--- config.mk ---
export PLATFORM = sky130hd
export DESIGN_NAME = spi_regctl
export DESIGN_NICKNAME = d
export VERILOG_FILES = /design/src/rtl/spi_regctl_pkg.sv /design/src/rtl/spi_regctl_ctrl.sv /design/src/rtl/spi_regctl_dp.sv /design/src/rtl/spi_regctl.sv
export SDC_FILE = /design/constraint.sdc
export NUM_CORES = 1
export LEC_CHECK = 0
export ABC_AREA = 1
export BUFFER_PORTS_ARGS = -buffer_cell sky130_fd_sc_hd__buf_2
export CORE_ASPECT_RATIO = 0.5
export CORE_MARGIN = 3
export CORE_UTILIZATION = 50
export CTS_BUF_LIST = sky130_fd_sc_hd__clkbuf_16
export CTS_CLUSTER_DIAMETER = 200
export DETAILED_ROUTE_END_ITERATION = 8
export HOLD_SLACK_MARGIN = 0.1
export PLACE_DENSITY_LB_ADDON = 0.12
export SYNTH_ARGS = -nofsm -noshare
export SYNTH_HDL_FRONTEND = slang
export SYNTH_SLANG_ARGS = --single-unit
--- constraint.sdc ---
create_clock -name clk -period 3.4 [get_ports clk]
set_clock_uncertainty 0.05 [all_clocks]
set_input_delay 0.34 -clock clk [delete_from_list [all_inputs] [get_ports clk]]
set_output_delay 0.34 -clock clk [all_outputs]
set_load 0.02 [all_outputs]
--- src/rtl/spi_regctl_pkg.sv ---
package spi_regctl_pkg;

  // Control register layout, bit 7 down to bit 0
  typedef struct packed {
    logic       intEn;
    logic       enable;
    logic       lsbFirst;
    logic       master;
    logic       cpol;
    logic       cpha;
    logic [1:0] rate;
  } ctrl_t;

  // Strobes from control to datapath
  typedef struct packed {
    logic load;
    logic launch;
    logic capture;
    logic finish;
    logic rxBit;
  } strobe_t;

  localparam logic [1:0] SEL_CTRL = 2'd0;
  localparam logic [1:0] SEL_STAT = 2'd1;
  localparam logic [1:0] SEL_DATA = 2'd2;

endpackage

--- src/rtl/spi_regctl_ctrl.sv ---
module spi_regctl_ctrl import spi_regctl_pkg::*; #(
  parameter int BITS     = 8,
  parameter int BASE_DIV = 4
) (
  input  logic       clk,
  input  logic       rstN,
  input  logic [1:0] regSel,
  input  logic       regWr,
  input  logic       regRd,
  input  logic [7:0] regWdata,
  input  logic       sckI,
  input  logic       ssN,
  input  logic       mosiI,
  input  logic       misoI,
  output ctrl_t      cfg,
  output logic       doneFlag,
  output logic       colFlag,
  output logic       sckO,
  output strobe_t    stb
);

  localparam int CNT_W    = $clog2(BASE_DIV * 16);
  localparam int EDGE_W   = $clog2(2 * BITS);
  localparam int CAP_W    = $clog2(BITS + 1);
  localparam logic [EDGE_W-1:0] EDGE_MAX = EDGE_W'(2 * BITS - 1);
  localparam logic [CNT_W-1:0]  HALF0 = CNT_W'(BASE_DIV / 2 - 1);
  localparam logic [CNT_W-1:0]  HALF1 = CNT_W'(BASE_DIV * 2 - 1);
  localparam logic [CNT_W-1:0]  HALF2 = CNT_W'(BASE_DIV * 8 - 1);
  localparam logic [CNT_W-1:0]  HALF3 = CNT_W'(BASE_DIV * 16 - 1);

  ctrl_t ctrlQ;
  logic  doneQ, colQ, armedQ;

  logic wrCtrl, wrData, rdStat, dataAcc;
  assign wrCtrl  = regWr && (regSel == SEL_CTRL);
  assign wrData  = regWr && (regSel == SEL_DATA);
  assign rdStat  = regRd && (regSel == SEL_STAT);
  assign dataAcc = (regWr || regRd) && (regSel == SEL_DATA);

  logic masterOn, slaveOn;
  assign masterOn = ctrlQ.enable && ctrlQ.master;
  assign slaveOn  = ctrlQ.enable && !ctrlQ.master;

  // ---------------- master clock generator ----------------
  logic              busyM, sckPh;
  logic [CNT_W-1:0]  halfCnt, halfLim;
  logic [EDGE_W-1:0] edgeCnt;
  logic              tick, mLead, mLast;

  always_comb begin
    case (ctrlQ.rate)
      2'd0:    halfLim = HALF0;
      2'd1:    halfLim = HALF1;
      2'd2:    halfLim = HALF2;
      default: halfLim = HALF3;
    endcase
  end

  assign tick  = busyM && (halfCnt == halfLim);
  assign mLead = !edgeCnt[0];
  assign mLast = (edgeCnt == EDGE_MAX);

  // ---------------- slave input synchronisers ----------------
  logic [1:0] sckSync, ssSync, mosiSync;
  logic       sckPrev, ssS, sckS, sEdge, sLead, sOpen;
  logic [CAP_W-1:0] capCnt;

  always_ff @(posedge clk or negedge rstN) begin
    if (!rstN) begin
      sckSync  <= '0;
      ssSync   <= '1;
      mosiSync <= '0;
      sckPrev  <= 1'b0;
    end else begin
      sckSync  <= {sckSync[0], sckI};
      ssSync   <= {ssSync[0], ssN};
      mosiSync <= {mosiSync[0], mosiI};
      sckPrev  <= sckSync[1];
    end
  end

  assign ssS   = ssSync[1];
  assign sckS  = sckSync[1];
  assign sEdge = slaveOn && !ssS && (sckS != sckPrev);
  assign sLead = (sckS != ctrlQ.cpol);
  assign sOpen = (capCnt < CAP_W'(BITS));

  logic busy, load, collide;
  assign busy    = (masterOn && busyM) || (slaveOn && !ssS);
  assign load    = wrData && ctrlQ.enable && !busy;
  assign collide = wrData && ctrlQ.enable && busy;

  logic mCap, mLaunch, sCap, sLaunch, finish;
  assign mCap    = masterOn && tick && (ctrlQ.cpha ? !mLead : mLead);
  assign mLaunch = masterOn && tick && (ctrlQ.cpha ? mLead : (!mLead && !mLast));
  assign sCap    = sEdge && sOpen && (ctrlQ.cpha ? !sLead : sLead);
  assign sLaunch = sEdge && sOpen && (ctrlQ.cpha ? sLead : !sLead);
  assign finish  = (masterOn && tick && mLast) ||
                   (sCap && (capCnt == CAP_W'(BITS - 1)));

  always_comb begin
    stb.load    = load;
    stb.launch  = (load && !ctrlQ.cpha) || mLaunch || sLaunch;
    stb.capture = masterOn ? mCap : sCap;
    stb.finish  = finish;
    stb.rxBit   = masterOn ? misoI : mosiSync[1];
  end

  always_ff @(posedge clk or negedge rstN) begin
    if (!rstN) begin
      busyM   <= 1'b0;
      sckPh   <= 1'b0;
      halfCnt <= '0;
      edgeCnt <= '0;
    end else if (!masterOn) begin
      busyM   <= 1'b0;
      sckPh   <= 1'b0;
      halfCnt <= '0;
      edgeCnt <= '0;
    end else if (load) begin
      busyM   <= 1'b1;
      halfCnt <= '0;
      edgeCnt <= '0;
    end else if (tick) begin
      halfCnt <= '0;
      sckPh   <= !sckPh;
      edgeCnt <= edgeCnt + 1'b1;
      if (mLast) busyM <= 1'b0;
    end else if (busyM) begin
      halfCnt <= halfCnt + 1'b1;
    end
  end

  always_ff @(posedge clk or negedge rstN) begin
    if (!rstN)                capCnt <= '0;
    else if (!slaveOn || ssS) capCnt <= '0;
    else if (sCap)            capCnt <= capCnt + 1'b1;
  end

  // ---------------- registers and flags ----------------
  always_ff @(posedge clk or negedge rstN) begin
    if (!rstN) begin
      ctrlQ  <= '0;
      doneQ  <= 1'b0;
      colQ   <= 1'b0;
      armedQ <= 1'b0;
    end else begin
      if (wrCtrl) ctrlQ <= ctrl_t'(regWdata);
      if (dataAcc) begin
        armedQ <= 1'b0;
        if (armedQ) begin
          doneQ <= 1'b0;
          colQ  <= 1'b0;
        end
      end
      if (rdStat)  armedQ <= 1'b1;
      if (finish)  doneQ  <= 1'b1;
      if (collide) colQ   <= 1'b1;
    end
  end

  assign cfg      = ctrlQ;
  assign doneFlag = doneQ;
  assign colFlag  = colQ;
  assign sckO     = (masterOn && sckPh) ^ ctrlQ.cpol;

  // ---------------- assertions ----------------
  p_sck_idle_r2: assert property (@(posedge clk) disable iff (!rstN)
    !busyM |-> (sckO == ctrlQ.cpol));

  p_full_frame_r1: assert property (@(posedge clk) disable iff (!rstN)
    (masterOn && $fell(busyM)) |-> ($past(edgeCnt) == EDGE_MAX));

  p_done_on_finish_r6: assert property (@(posedge clk) disable iff (!rstN)
    $rose(doneQ) |-> $past(stb.finish));

  p_col_clear_r8: assert property (@(posedge clk) disable iff (!rstN)
    $fell(colQ) |-> $past(dataAcc && armedQ));

  p_done_clear_r8: assert property (@(posedge clk) disable iff (!rstN)
    $fell(doneQ) |-> $past(dataAcc && armedQ));

endmodule

--- src/rtl/spi_regctl_dp.sv ---
module spi_regctl_dp import spi_regctl_pkg::*; #(
  parameter int BITS = 8
) (
  input  logic            clk,
  input  logic            rstN,
  input  logic            lsbFirst,
  input  strobe_t         stb,
  input  logic [BITS-1:0] wdata,
  output logic            outBit,
  output logic [BITS-1:0] rxData
);

  logic [BITS-1:0] txSr, rxSr, rxNext;

  function automatic logic headOf(input logic [BITS-1:0] v, input logic lsb);
    return lsb ? v[0] : v[BITS-1];
  endfunction

  function automatic logic [BITS-1:0] advance(input logic [BITS-1:0] v, input logic lsb);
    return lsb ? (v >> 1) : (v << 1);
  endfunction

  assign rxNext = lsbFirst ? {stb.rxBit, rxSr[BITS-1:1]}
                           : {rxSr[BITS-2:0], stb.rxBit};

  always_ff @(posedge clk or negedge rstN) begin
    if (!rstN) begin
      txSr   <= '0;
      rxSr   <= '0;
      rxData <= '0;
      outBit <= 1'b0;
    end else begin
      if (stb.load) begin
        txSr <= stb.launch ? advance(wdata, lsbFirst) : wdata;
        if (stb.launch) outBit <= headOf(wdata, lsbFirst);
      end else if (stb.launch) begin
        outBit <= headOf(txSr, lsbFirst);
        txSr   <= advance(txSr, lsbFirst);
      end
      if (stb.capture) rxSr <= rxNext;
      if (stb.finish)  rxData <= stb.capture ? rxNext : rxSr;
    end
  end

  p_load_not_capture_r7: assert property (@(posedge clk) disable iff (!rstN)
    stb.load |-> !stb.capture);

endmodule

--- src/rtl/spi_regctl.sv ---
module spi_regctl import spi_regctl_pkg::*; #(
  parameter int BITS     = 8,
  parameter int BASE_DIV = 4
) (
  input  logic       clk,
  input  logic       rstN,
  input  logic [1:0] regSel,
  input  logic       regWr,
  input  logic       regRd,
  input  logic [7:0] regWdata,
  output logic [7:0] regRdata,
  output logic       irq,
  output logic       sckO,
  input  logic       sckI,
  input  logic       ssN,
  output logic       mosiO,
  input  logic       mosiI,
  output logic       misoO,
  input  logic       misoI
);

  ctrl_t           cfg;
  strobe_t         stb;
  logic            doneFlag, colFlag, outBit;
  logic [BITS-1:0] rxData;

  spi_regctl_ctrl #(.BITS(BITS), .BASE_DIV(BASE_DIV)) uCtrl (
    .clk(clk), .rstN(rstN), .regSel(regSel), .regWr(regWr), .regRd(regRd),
    .regWdata(regWdata), .sckI(sckI), .ssN(ssN), .mosiI(mosiI), .misoI(misoI),
    .cfg(cfg), .doneFlag(doneFlag), .colFlag(colFlag), .sckO(sckO), .stb(stb)
  );

  spi_regctl_dp #(.BITS(BITS)) uDp (
    .clk(clk), .rstN(rstN), .lsbFirst(cfg.lsbFirst), .stb(stb),
    .wdata(regWdata[BITS-1:0]), .outBit(outBit), .rxData(rxData)
  );

  always_comb begin
    case (regSel)
      SEL_CTRL: regRdata = cfg;
      SEL_STAT: regRdata = {doneFlag, colFlag, 6'b0};
      SEL_DATA: regRdata = 8'(rxData);
      default:  regRdata = 8'h00;
    endcase
  end

  assign irq   = doneFlag && cfg.intEn;
  assign mosiO = (cfg.enable && cfg.master) ? outBit : 1'b0;
  assign misoO = (cfg.enable && !cfg.master) ? outBit : 1'b0;

endmodule

==> results of run 1 <==
## state kept, by name (all words and copies together) (netlist names), 2 cells and up
name,flops
uCtrl.halfCnt,6
uDp.rxSr,8
uCtrl.sckSync,2
uCtrl.edgeCnt,4
uCtrl.ssSync,2
uDp.rxData,8
uCtrl.mosiSync,2
uCtrl.capCnt,4
uCtrl.cfg,8
uDp.txSr,8
## worst paths after layout
| kind | slack, ns | cells past startpoint | end |
|---|---|---|---|
| setup / recovery | 1.26 | 4 | regRdata[5] |
| hold / removal | 0.15 | 1 | uDp.rxSr[6] |
| setup reg to reg | 1.40 | 9 | uDp.txSr[1] |
| hold reg to reg | 0.29 | 0 | uCtrl.sckSync[1] |
| max in group asynchronous | 2.28 | 2 | uCtrl.ssSync[0] |
| min in group clk | 0.23 | 3 | uCtrl.armedQ |
## routing by layer
metal | vias to the layer above | share of wire [%] | wire (µm) | global-route usage [%]
met2 | 85 | 42 | 3238 | 31.75
met3 | 13 | 6.5 | 501 | 7.934
met5 | - | 0 | 0 | 0
met1 | 1383 | 50 | 3829 | 31.16
met4 | 0 | 1.3 | 103 | 6.759
li1 | 1446 | - | - | -
## cell usage after synthesis (all sizes together) (4+ instances only)
cell type,instances,share of area (%)
o22ai,6,1.1
xor2,4,1.0
or2,4,0.73
o211ai,8,1.8
o21ai,40,6.1
nand2,105,14
buf,6,1.6
inv,70,7.8
a21oi,16,2.7
nor2,38,5.2
dfrtp,57,42
and2,9,1.6
clkbuf,6,0.66
nand3,37,6.4
## worst reg2reg max path: cells and delay by family, from the launching register on
kind / cells / cell delay [ns]
fa+ha+maj: 1 / 0.25
compound gates: 2 / 0.36
flops: 1 / 0.43
simple gates: 6 / 0.79
## power by group through the flow
stage	Sequential (µW)	Combinational, µW	Clock [µW]
floorplan	902	410	0
detailed placement	924	517	0
CTS	914	527	871
global placement	922	508	0
finish	913	526	854
global route	930	612	909
## stage by stage
stage | instance area, µm² | util [%]
CTS | 3930 | 61.83
detailed placement | 3620 | 56.95
floorplan | 3426 | -
global placement | 3620 | 56.95
finish | 3930 | 61.83
global route | 3930 | 61.83
## logic make-up (layout without fill, tap and decap cells)
logic type / after synthesis / in the layout / synth area share [%]
xor gates and xnor gates: 7 / 7 / 1.790
adders and majority gates: 3 / 3 / 1.096
and+or+nand+nor: 202 / 202 / 30.39
DFF: 59 / 59 / 43.17
AOI/OAI and AO/OA: 76 / 76 / 13.11
buffers and inverters: 84 / 122 / 10.45
## final cells by class
class,count,area [µm²],area share [%]
tap,88,110.1,2.802
multi-input combinational,288,1589,40.43
sequential,59,1479,37.63
clock inverter,7,55.05,1.401
inverter,72,281.5,7.163
timing repair buffer,34,190.2,4.839
clock buffer,9,225.2,5.731
==> impl_summary.txt, run 1 <==
----------------------------------------------------
[Power and ir drop]
  Proportion of power drawn by the clock network ... a little under two fifths
  Switching portion of total power ... a little under a third
  Net switching power of the design ... roughly 710 µW
  LEAKAGE ... 0.001952 µW
  Share of total power in combinational logic ... 22.9%
  Pwr Density ... a little under 600 nW/µm²
  Design internal power ... approximately 1600 µW
  Peak supply drop ... between 0.4 and 0.5 mV
  Seq pwr share ... around two fifths
  Post-layout power ... 2294 µW

[Cells and area]
  Most common cell after layout, fill and taps aside ... nand2_1
  Synth-to-Final Area Change ... 14.72%
  Most used cells in the layout excluding fill and tap cells ... nand2_1, inv_1, dfrtp_1
  Ratio of cells with drive above 1 in the final layout ... between 15 and 20%
  Filler instances ... 600
  Count of inserted antenna diode cells ... 0
  Non-filler instance count after layout ... 557
  Net count, final ... between 400 and 500

[Setup path]
  Worst setup path startpoint ... uCtrl.cfg[5]
  Top delay family on crit path ... buffers and inverters
  Cell breakdown of the critical path ... buf_4 -> inv_1 -> o22ai_1 -> buf_2
  Number of buffers and inverters on the critical path ... 3
  Worst r2r src ... uCtrl.edgeCnt[0]
  Slowest Stage Delay on Critical Path ... about 0.36 ns
  Library cell contributing the largest single delay on the critical path ... buf_4
  Category of the critical setup timing path ... reg -> out
  Critical path capture point type ... primary output
  Worst Path Required ... between 3 and 4 ns
  Worst Path Max Fanout ... 40
  Worst EP arrival ... roughly 1.8 ns
  Launching element type of the critical path ... register

[Place]
  Instance count after placement with tap cells included ... roughly 540
  HPWL after detailed placement ... around 5.6 mm
  Worst setup timing slack at the placement stage ... 1.311 ns
  Number of buffer cells added on primary ports ... 29
  Final RePlAce weighted congestion ... slightly below 0.9

[GRT]
  Via count of the first global-routing pass ... between 2000 and 3000
  Initial antenna violation count ... 0
  Maximum number of pins on one net before global-route repair ... 46
  First-pass GRT wire length ... ~13 mm
  GRT Overall Usage ... 22.09%
  Aggregate global routing overflow ... 0

[Timing]
  Hold Fails Final Rpt ... 0
  Transition time at the pin with the least slew margin ... about 1.0 ns
  Final Slew Violations ... 0
  Worst max-slew margin expressed relative to the limit ... around 30%
  Total Negative Setup Slacks ... 0 ns
  Min Hold Slack ... 0.1506 ns
  Setup repair after global routing missed its margin ... false
  Fmax ... 467.8 MHz
  Total of endpoints with negative setup slack in the final report ... 0
  Final period util ... about 63%
  Setup WS post-layout ... roughly 1.3 ns
  Post-layout min period ... approximately 2.1 ns

[Clock network]
  Number of sinks handled by clock tree synthesis ... 59
  Bufs on Longest Clock Path ... 2
  Maximum level of the CTS H-tree ... 3
  TritonCTS clock tree ... built
  # hold bufs at CTS ... 3
  Cts bufs inserted ... 9
  Worst-path clk slew ... 0.05 ns
  Number of buffers added for setup after CTS ... 0
  Total of cells resized after clock tree synthesis ... 0
  Clk root buf ... clkbuf_16
  Skew-Pair Late Insertion Delay ... 0.33 ns

[Floorplan]
  Initial Util ... between 50 and 60%
  Std-Cell Rows ... 20
  Floorplan Core Area ... 6356 µm²
  Number of ports placed on the die boundary ... 30
  Die outline width ... between 100 and 150 µm
  Die outline area ... approximately 7900 µm²
  Overall die height ... 64.53 µm

[Routing]
  Vias after detailed routing ... slightly below 3000
  Routed WL per cell ... 13.78 µm
  DRC violations left ... 0
  Post-route ant nets ... 0
  First drt pass iteration count ... 5
  Per-cell via count in the routed design ... about 5.3
  Number of DRC violations after detailed-routing iteration 0 ... 247
  Post-Route WL ... roughly 7.7 mm

[Synthesis]
  Post-synthesis sequential element count ... around 60
  Synth warn ... 0
  Average footprint of a synthesized cell ... roughly 7.9 µm²
  Most instantiated flip-flop cell in the synthesis netlist ... dfrtp_1
  Synthesized netlist net count ... roughly 450
  Ys async rst share ... 100.0%
  Number of synthesized flops with an enable pin ... 0
  Area of the mapped netlist ... about 3400 µm²
  Count of distinct cell types in the synthesized netlist ... 45
  Gate Count Post-Synth ... between 400 and 500
  Proportion of synthesized chip area in sequential cells ... a little over two fifths

[Run status]
  Status ... finished, final reports clean

[Flow run]
  Maxcap violations ... 0

[Hold path]
  Path class of the lowest-slack min-delay path ... in -> async

----------------------------------------------------
Power figures use the tool's default switching activity.
==> run 2, diff against run 1 <==
==> constraint.sdc (replaced) <==
create_clock -name clk -period 1.95 [get_ports clk]
set_clock_uncertainty 0.05 [all_clocks]
set_input_delay 0.195 -clock clk [delete_from_list [all_inputs] [get_ports clk]]
set_output_delay 0.195 -clock clk [all_outputs]
set_load 0.02 [all_outputs]
==> run 2 against run 1 <==
Effect of this change: clock power increased by 59%; register-to-register slack worse by 1.3 ns; highest routed layer unchanged; critical endpoint is now sckO; clock-buffer cell count did not move; sequential power grew 77%; largest cell class unchanged; hold slack got worse by 0.032 ns.
==> impl_summary.txt, run 2 (synthesized netlist as in run 1, its figures left out) <==
----------------------------------------------------
[Run status]
  Status ... finished, final reports clean

[Setup path]
  Top delay family on crit path ... flip-flops
  Count of cells along the worst register-to-register path ... 8 (-1)
  Capturing point of the worst reg2reg path ... uDp.txSr[0]
  Library cell contributing the largest single delay on the critical path ... dfrtp_1
  Slowest Stage Delay on Critical Path ... 0.47 ns (+0.11 ns)
  Worst r2r src ... uCtrl.edgeCnt[0]
  Launching element type of the critical path ... register
  Category of the critical setup timing path ... reg -> out
  Register-to-register setup slack ... 0.15 ns (-1.25 ns)
  Depth of the critical timing path with buffers and inverters included ... 5 (+1)
  Worst Path Required ... 1.70 ns (-1.31 ns)
  Critical path capture point type ... primary output
  Worst EP arrival ... 1.57 ns (-0.18 ns)
  Cell breakdown of the critical path ... nand2_4 -> clkinv_4 -> nand2_1 -> xor2_1 -> buf_2
  Worst Path Max Fanout ... 6 (-85%)
  Number of buffers and inverters on the critical path ... 2 (-1)

[Timing]
  Hold Fails Final Rpt ... 0 (unchanged)
  Total Negative Setup Slacks ... 0 ns (unchanged)
  Transition time at the pin with the least slew margin ... 0.4924 ns (-0.5561 ns)
  Total of endpoints with negative setup slack in the final report ... 0 (unchanged)
  Final Slew Violations ... 0 (unchanged)
  Post-layout min period ... ~1.8 ns
  Fmax ... around 550 MHz
  Worst max-slew margin expressed relative to the limit ... 67.17% (+37 points)
  Final period util ... 93.24%
  Setup repair after global routing missed its margin ... false
  Setup WS post-layout ... 0.1317 ns (-1.130 ns)

[Cells and area]
  Synth-to-Final Area Change ... 17.17%
  Count of inserted antenna diode cells ... 0 (unchanged)
  Multi-input gate area in the final layout ... 1600 µm² (+0.71%)
  Register cell area after layout ... 1481 µm² (+0.17%)
  Most common cell after layout, fill and taps aside ... nand2_1
  Ratio of cells with drive above 1 in the final layout ... 21.29% (+1.7 points)
  Net count, final ... 495 (+2.1%)
  Most used cells in the layout excluding fill and tap cells ... nand2_1, inv_1, dfrtp_1
  Filler instances ... 565 (-5.8%)

[Clock network]
  Number of sinks handled by clock tree synthesis ... 59 (unchanged)
  Cts bufs inserted ... 9 (unchanged)
  Number of buffers added for setup after CTS ... 0 (unchanged)
  Clk root buf ... clkbuf_16
  Bufs on Longest Clock Path ... 2 (unchanged)
  Worst-path clk slew ... 0.05 ns (about the same)
  Maximum level of the CTS H-tree ... 3 (unchanged)
  Skew-Pair Late Insertion Delay ... 0.33 ns (about the same)
  TritonCTS clock tree ... built

[Power and ir drop]
  Post-layout power ... 3906 µW (+70%)
  LEAKAGE ... 0.001991 µW (+2.0%)
  Pwr Density ... 973.2 nW/µm² (+67%)
  Peak supply drop ... 0.5132 mV (+20%)
  Net switching power of the design ... 1257 µW (+77%)
  Share of total power in combinational logic ... 23.8% (+0.9 points)
  Proportion of power drawn by the clock network ... 34.8% (-2.4 points)
  Seq pwr share ... 41.4% (+1.6 points)
  Switching portion of total power ... 32.19% (+1.2 points)
  Design internal power ... 2649 µW (+67%)

[GRT]
  Aggregate global routing overflow ... 0 (unchanged)
  GRT Overall Usage ... 21.68% (-0.41 points)
  Maximum number of pins on one net before global-route repair ... 41 (-11%)
  Initial antenna violation count ... 0 (unchanged)
  First-pass GRT wire length ... 13.17 mm (-1.9%)
  Via count of the first global-routing pass ... 2782 (-1.9%)

[Place]
  Final RePlAce weighted congestion ... 0.8847 (+2.2%)
  Number of buffer cells added on primary ports ... 29 (unchanged)
  HPWL after detailed placement ... 5.688 mm (+1.5%)
  Worst setup timing slack at the placement stage ... 0.08088 ns (-1.230 ns)

[Hold path]
  Min-Delay Endpoint ... uCtrl.cfg[2]
  Path class of the lowest-slack min-delay path ... in -> reg
  WHS Path Cells ... 3
  Origin of the worst min-delay path ... regWdata[2]

[Routing]
  Post-Route WL ... 7.704 mm (+0.40%)
  Vias after detailed routing ... 2861 (-2.3%)
  Routed WL per cell ... 13.59 µm (-1.4%)
  Per-cell via count in the routed design ... 5.046 (-4.0%)
  Number of DRC violations after detailed-routing iteration 0 ... 194 (-21%)
  Post-route ant nets ... 0 (unchanged)
  First drt pass iteration count ... 4 (-1)
  DRC violations left ... 0 (unchanged)

[Floorplan]
  Floorplan Core Area ... 6356 µm² (unchanged)
  Die outline area ... 7941 µm² (unchanged)
  Number of ports placed on the die boundary ... 30 (unchanged)
  Overall die height ... 64.53 µm (unchanged)
  Std-Cell Rows ... 20 (unchanged)
  Initial Util ... 53.90% (unchanged)
  Die outline width ... 123.1 µm (unchanged)

[Flow run]
  Maxcap violations ... 0 (unchanged)

----------------------------------------------------
[run 2: changes by cell type in the layout (fill, tap and decap cells not counted)]
cell	delta
buf_12	+1
buf_4	+6
bufinv_16	-1
clkinv_2	+1
dfrtp_1	-2
dfrtp_2	+2
dlygate4sd3_1	+3
nand2_4	-1
nand2_8	+1
nor2_1	-1
nor2_2	+1
o21ai_0	-1
o21ai_1	+1
[run 2: area by class of cell]
class	instances	share of cell area [%]
well taps	88	2.743
inverters	72	7.014
clock inverters	7	0.7481
repair buffers	44	7.107
flip-flops and latches	59	36.91
clock buffers	9	5.611
multi-input cells	288	39.87
[run 2: worst max path at each step]
stage | end | start
2_1_floorplan | uDp.txSr[6] | uCtrl.edgeCnt[0]
3_3_place_gp | uDp.txSr[0] | uCtrl.edgeCnt[0]
3_5_place_dp | uDp.txSr[1] | uCtrl.edgeCnt[0]
4_1_cts | uDp.txSr[1] | uCtrl.edgeCnt[0]
5_1_grt | uDp.rxData[4] | uCtrl.cfg[0]
6_report | sckO | uCtrl.cfg[6]
[run 2: power groups by stage]
stage                     Sequential [µW]  Clock (µW)  Combinational (µW)
after floorplan                      1570           0                 714
after global placement               1610           0                 899
after detailed placement             1620           0                 918
after CTS                            1610        1390                 935
after global routing                 1640        1450                1070
final                                1620        1360                 930
[run 2: worst reg2reg max path, cell delays in order (launching register included)]
cell and delay [ns]:
dfrtp_1 0.38, buf_4 0.15, or2_2 0.29, o21ai_1 0.15, nand4_4 0.23, nand2_4 0.21, nand2_1 0.08, o21ai_1 0.08
nor2_1 0.07
[run 2: per-layer routing]
metal	wire, µm	up-vias	track usage, %	part of all wire, %
li1	-	1470	-	-
met1	3823	1330	29.43	50
met2	3385	50	32.70	44
met3	413	11	8.021	5.4
met4	81	0	5.931	1.1
met5	0	-	0	0
[run 2: repair_timing]
item	4_1_cts	5_1_grt
hold buffers	6	0
endpoints found under the setup margin	0	21
resized for setup	0	5
hold endpoints to repair	23	0
[run 2: per-stage QoR]
step           hold slack, ns  cells  utilization (%)  cell area, µm²
6_report               0.1181    567            63.15            4014
2_1_floorplan         -0.1506    431                -            3426
3_3_place_gp           0.1234    545            57.97            3685
3_5_place_dp           0.1363    545            57.97            3685
4_1_cts                0.1027    567            62.93            4000
5_1_grt                0.1411    567            63.15            4014
==> run 3, diff against run 2 <==
--- a/config.mk
+++ b/config.mk
@@ -10,7 +10,6 @@
 export CORE_ASPECT_RATIO = 0.5
 export CORE_MARGIN = 3
 export CORE_UTILIZATION = 50
-export CTS_BUF_LIST = sky130_fd_sc_hd__clkbuf_16
 export CTS_CLUSTER_DIAMETER = 200
 export DETAILED_ROUTE_END_ITERATION = 8
 export HOLD_SLACK_MARGIN = 0.1
==> run 3 against run 2 <==
Effect of this change: sequential power hardly changed; first-iteration DRC count increased by 1.5%; clock-buffer cell count increased by 4; non-clock buffer count did not move; register-to-register slack barely moved; die area stayed put; fmax hardly changed; global-route usage unchanged; flip-flop and latch count stayed put; power grew 0.50%; critical path depth unchanged; combinational power is essentially flat; critical endpoint unchanged.
==> impl_summary.txt, run 3 (synthesized netlist as in run 1, its figures left out) <==
----------------------------------------------------
[Run status]
  Status ... finished, final reports clean

[Clock network]
  Skew-Pair Late Insertion Delay ... 0.33 ns (about the same)
  Worst-path clk slew ... 0.05 ns (about the same)
  TritonCTS clock tree ... built
  Number of sinks handled by clock tree synthesis ... 59 (unchanged)
  Bufs on Longest Clock Path ... 2 (unchanged)
  Maximum level of the CTS H-tree ... 3 (unchanged)
  Clk root buf ... clkbuf_16
  Number of buffers added for setup after CTS ... 0 (unchanged)
  Cts bufs inserted ... 9 (unchanged)

[Power and ir drop]
  Pwr Density ... 978.1 nW/µm² (+0.50%)
  Net switching power of the design ... 1256 µW (-0.14%)
  Design internal power ... 2670 µW (+0.80%)
  LEAKAGE ... 0.001974 µW (-0.83%)
  Share of total power in combinational logic ... 23.7% (about the same)
  Seq pwr share ... 41.1% (-0.3 points)
  Peak supply drop ... 0.5134 mV (about the same)
  Proportion of power drawn by the clock network ... 35.2% (+0.4 points)
  Post-layout power ... 3926 µW (+0.50%)
  Switching portion of total power ... 31.98% (-0.20 points)

[Routing]
  Per-cell via count in the routed design ... 5.048 (about the same)
  Number of DRC violations after detailed-routing iteration 0 ... 197 (+1.5%)
  Vias after detailed routing ... 2862 (+0.035%)
  Post-Route WL ... 7.707 mm (about the same)
  Routed WL per cell ... 13.59 µm (about the same)
  DRC violations left ... 0 (unchanged)
  First drt pass iteration count ... 4 (unchanged)
  Post-route ant nets ... 0 (unchanged)

[Place]
  Number of buffer cells added on primary ports ... 29 (unchanged)
  HPWL after detailed placement ... 5.688 mm (unchanged)
  Final RePlAce weighted congestion ... 0.8847 (unchanged)

[Timing]
  Transition time at the pin with the least slew margin ... 0.4918 ns (-0.0005476 ns)
  Final Slew Violations ... 0 (unchanged)
  Worst max-slew margin expressed relative to the limit ... 67.21% (about the same)
  Post-layout min period ... 1.818 ns (-0.00009100 ns)
  Final period util ... 93.24% (about the same)
  Hold Fails Final Rpt ... 0 (unchanged)
  Min Hold Slack ... 0.1184 ns (+0.0002720 ns)
  Fmax ... 550.0 MHz (about the same)
  Setup repair after global routing missed its margin ... false
  Total of endpoints with negative setup slack in the final report ... 0 (unchanged)
  Total Negative Setup Slacks ... 0 ns (unchanged)

[GRT]
  GRT Overall Usage ... 21.68% (unchanged)
  Maximum number of pins on one net before global-route repair ... 41 (unchanged)
  First-pass GRT wire length ... 13.17 mm (unchanged)
  Via count of the first global-routing pass ... 2782 (unchanged)
  Initial antenna violation count ... 0 (unchanged)
  Aggregate global routing overflow ... 0 (unchanged)

[Setup path]
  Register-to-register setup slack ... 0.16 ns (about the same)
  Worst Path Required ... 1.70 ns (about the same)
  Worst Path Max Fanout ... 6 (unchanged)
  Worst EP arrival ... 1.57 ns (about the same)
  Critical path capture point type ... primary output
  Category of the critical setup timing path ... reg -> out
  Launching element type of the critical path ... register

[Cells and area]
  Most used cells in the layout excluding fill and tap cells ... nand2_1, inv_1, dfrtp_1
  Filler instances ... 565 (unchanged)
  Most common cell after layout, fill and taps aside ... nand2_1
  Synth-to-Final Area Change ... 17.17% (unchanged)
  Count of inserted antenna diode cells ... 0 (unchanged)
  Utilization after layout ... 63.15% (unchanged)
  Ratio of cells with drive above 1 in the final layout ... 21.29% (unchanged)
  Net count, final ... 495 (unchanged)

[Floorplan]
  Die outline width ... 123.1 µm (unchanged)
  Number of ports placed on the die boundary ... 30 (unchanged)
  Initial Util ... 53.90% (unchanged)
  Floorplan Core Area ... 6356 µm² (unchanged)
  Overall die height ... 64.53 µm (unchanged)
  Die outline area ... 7941 µm² (unchanged)
  Std-Cell Rows ... 20 (unchanged)

[Flow run]
  Maxcap violations ... 0 (unchanged)

[Hold path]
  Path class of the lowest-slack min-delay path ... in -> reg

----------------------------------------------------
[run 3: cell types whose count changed in the layout (fill, tap and decap cells not counted), sizes merged]
cell	change
clkbuf	+4
inv	-4
[run 3: path summary, 6_finish.rpt]
| check | start | to | cells after the start |
|---|---|---|---|
| worst min register to register | uCtrl.sckSync[0] | uCtrl.sckSync[1] | 0 |
| max in group asynchronous | rstN | uCtrl.ssSync[0] | 3 |
| worst max-delay path | uCtrl.cfg[6] | sckO | 5 |
| min in group asynchronous | rstN | uDp.rxData[3] | 2 |
| worst min-delay path | regWdata[5] | uCtrl.cfg[5] | 3 |
| worst max register to register | uCtrl.edgeCnt[0] | uDp.txSr[0] | 8 |
[run 3: layout make-up]
type	instances	area [µm²]	area share [%]
Inverter	72	281.5	7.014
Sequential cell	59	1481	36.91
Tap cell	88	110.1	2.743
Clock buffer	13	240.2	5.985
Timing Repair Buffer	44	285.3	7.107
Multi-Input combinational cell	288	1600	39.87
Clock inverter	3	15.01	0.3741
[run 3: power groups by stage]
stage                     clock, µW  combinational, µW  sequential [µW]
after detailed placement          0                918             1620
final                          1380                930             1610
after global placement            0                899             1610
after global routing           1470               1070             1640
after CTS                      1420                935             1610
after floorplan                   0                714             1570
[run 3: per-stage QoR]
stage / instances / instance area (µm²) / worst slack [ns]
finish: 567 / 4014 / 0.1318
global route: 567 / 4014 / 0.005214
CTS: 567 / 4000 / 0.07799
detailed placement: 545 / 3685 / 0.08088
global placement: 545 / 3685 / 0.1731
floorplan: 431 / 3426 / 0.1532
[run 3: repair_timing]
action | in CTS | in global routing
endpoints found under the setup margin | 0 | 21
hold endpoints to repair | 23 | 0
gates resized for setup | 0 | 5
hold buffers | 6 | 0
[run 3: worst max-delay path, cell delays in order (launching register included)]
cell	delay, ns
dfrtp_1	0.47
nand2_4	0.18
clkinv_4	0.10
nand2_1	0.13
xor2_1	0.17
buf_2	0.19
[run 3: layer usage]
| layer | GRT usage, % | part of all wire (%) | vias to the layer above |
|---|---|---|---|
| met1 | 29.43 | 50 | 1330 |
| met4 | 5.931 | 1.1 | 0 |
| li1 | - | - | 1470 |
| met2 | 32.70 | 44 | 51 |
| met3 | 8.021 | 5.4 | 11 |
| met5 | 0 | 0 | - |
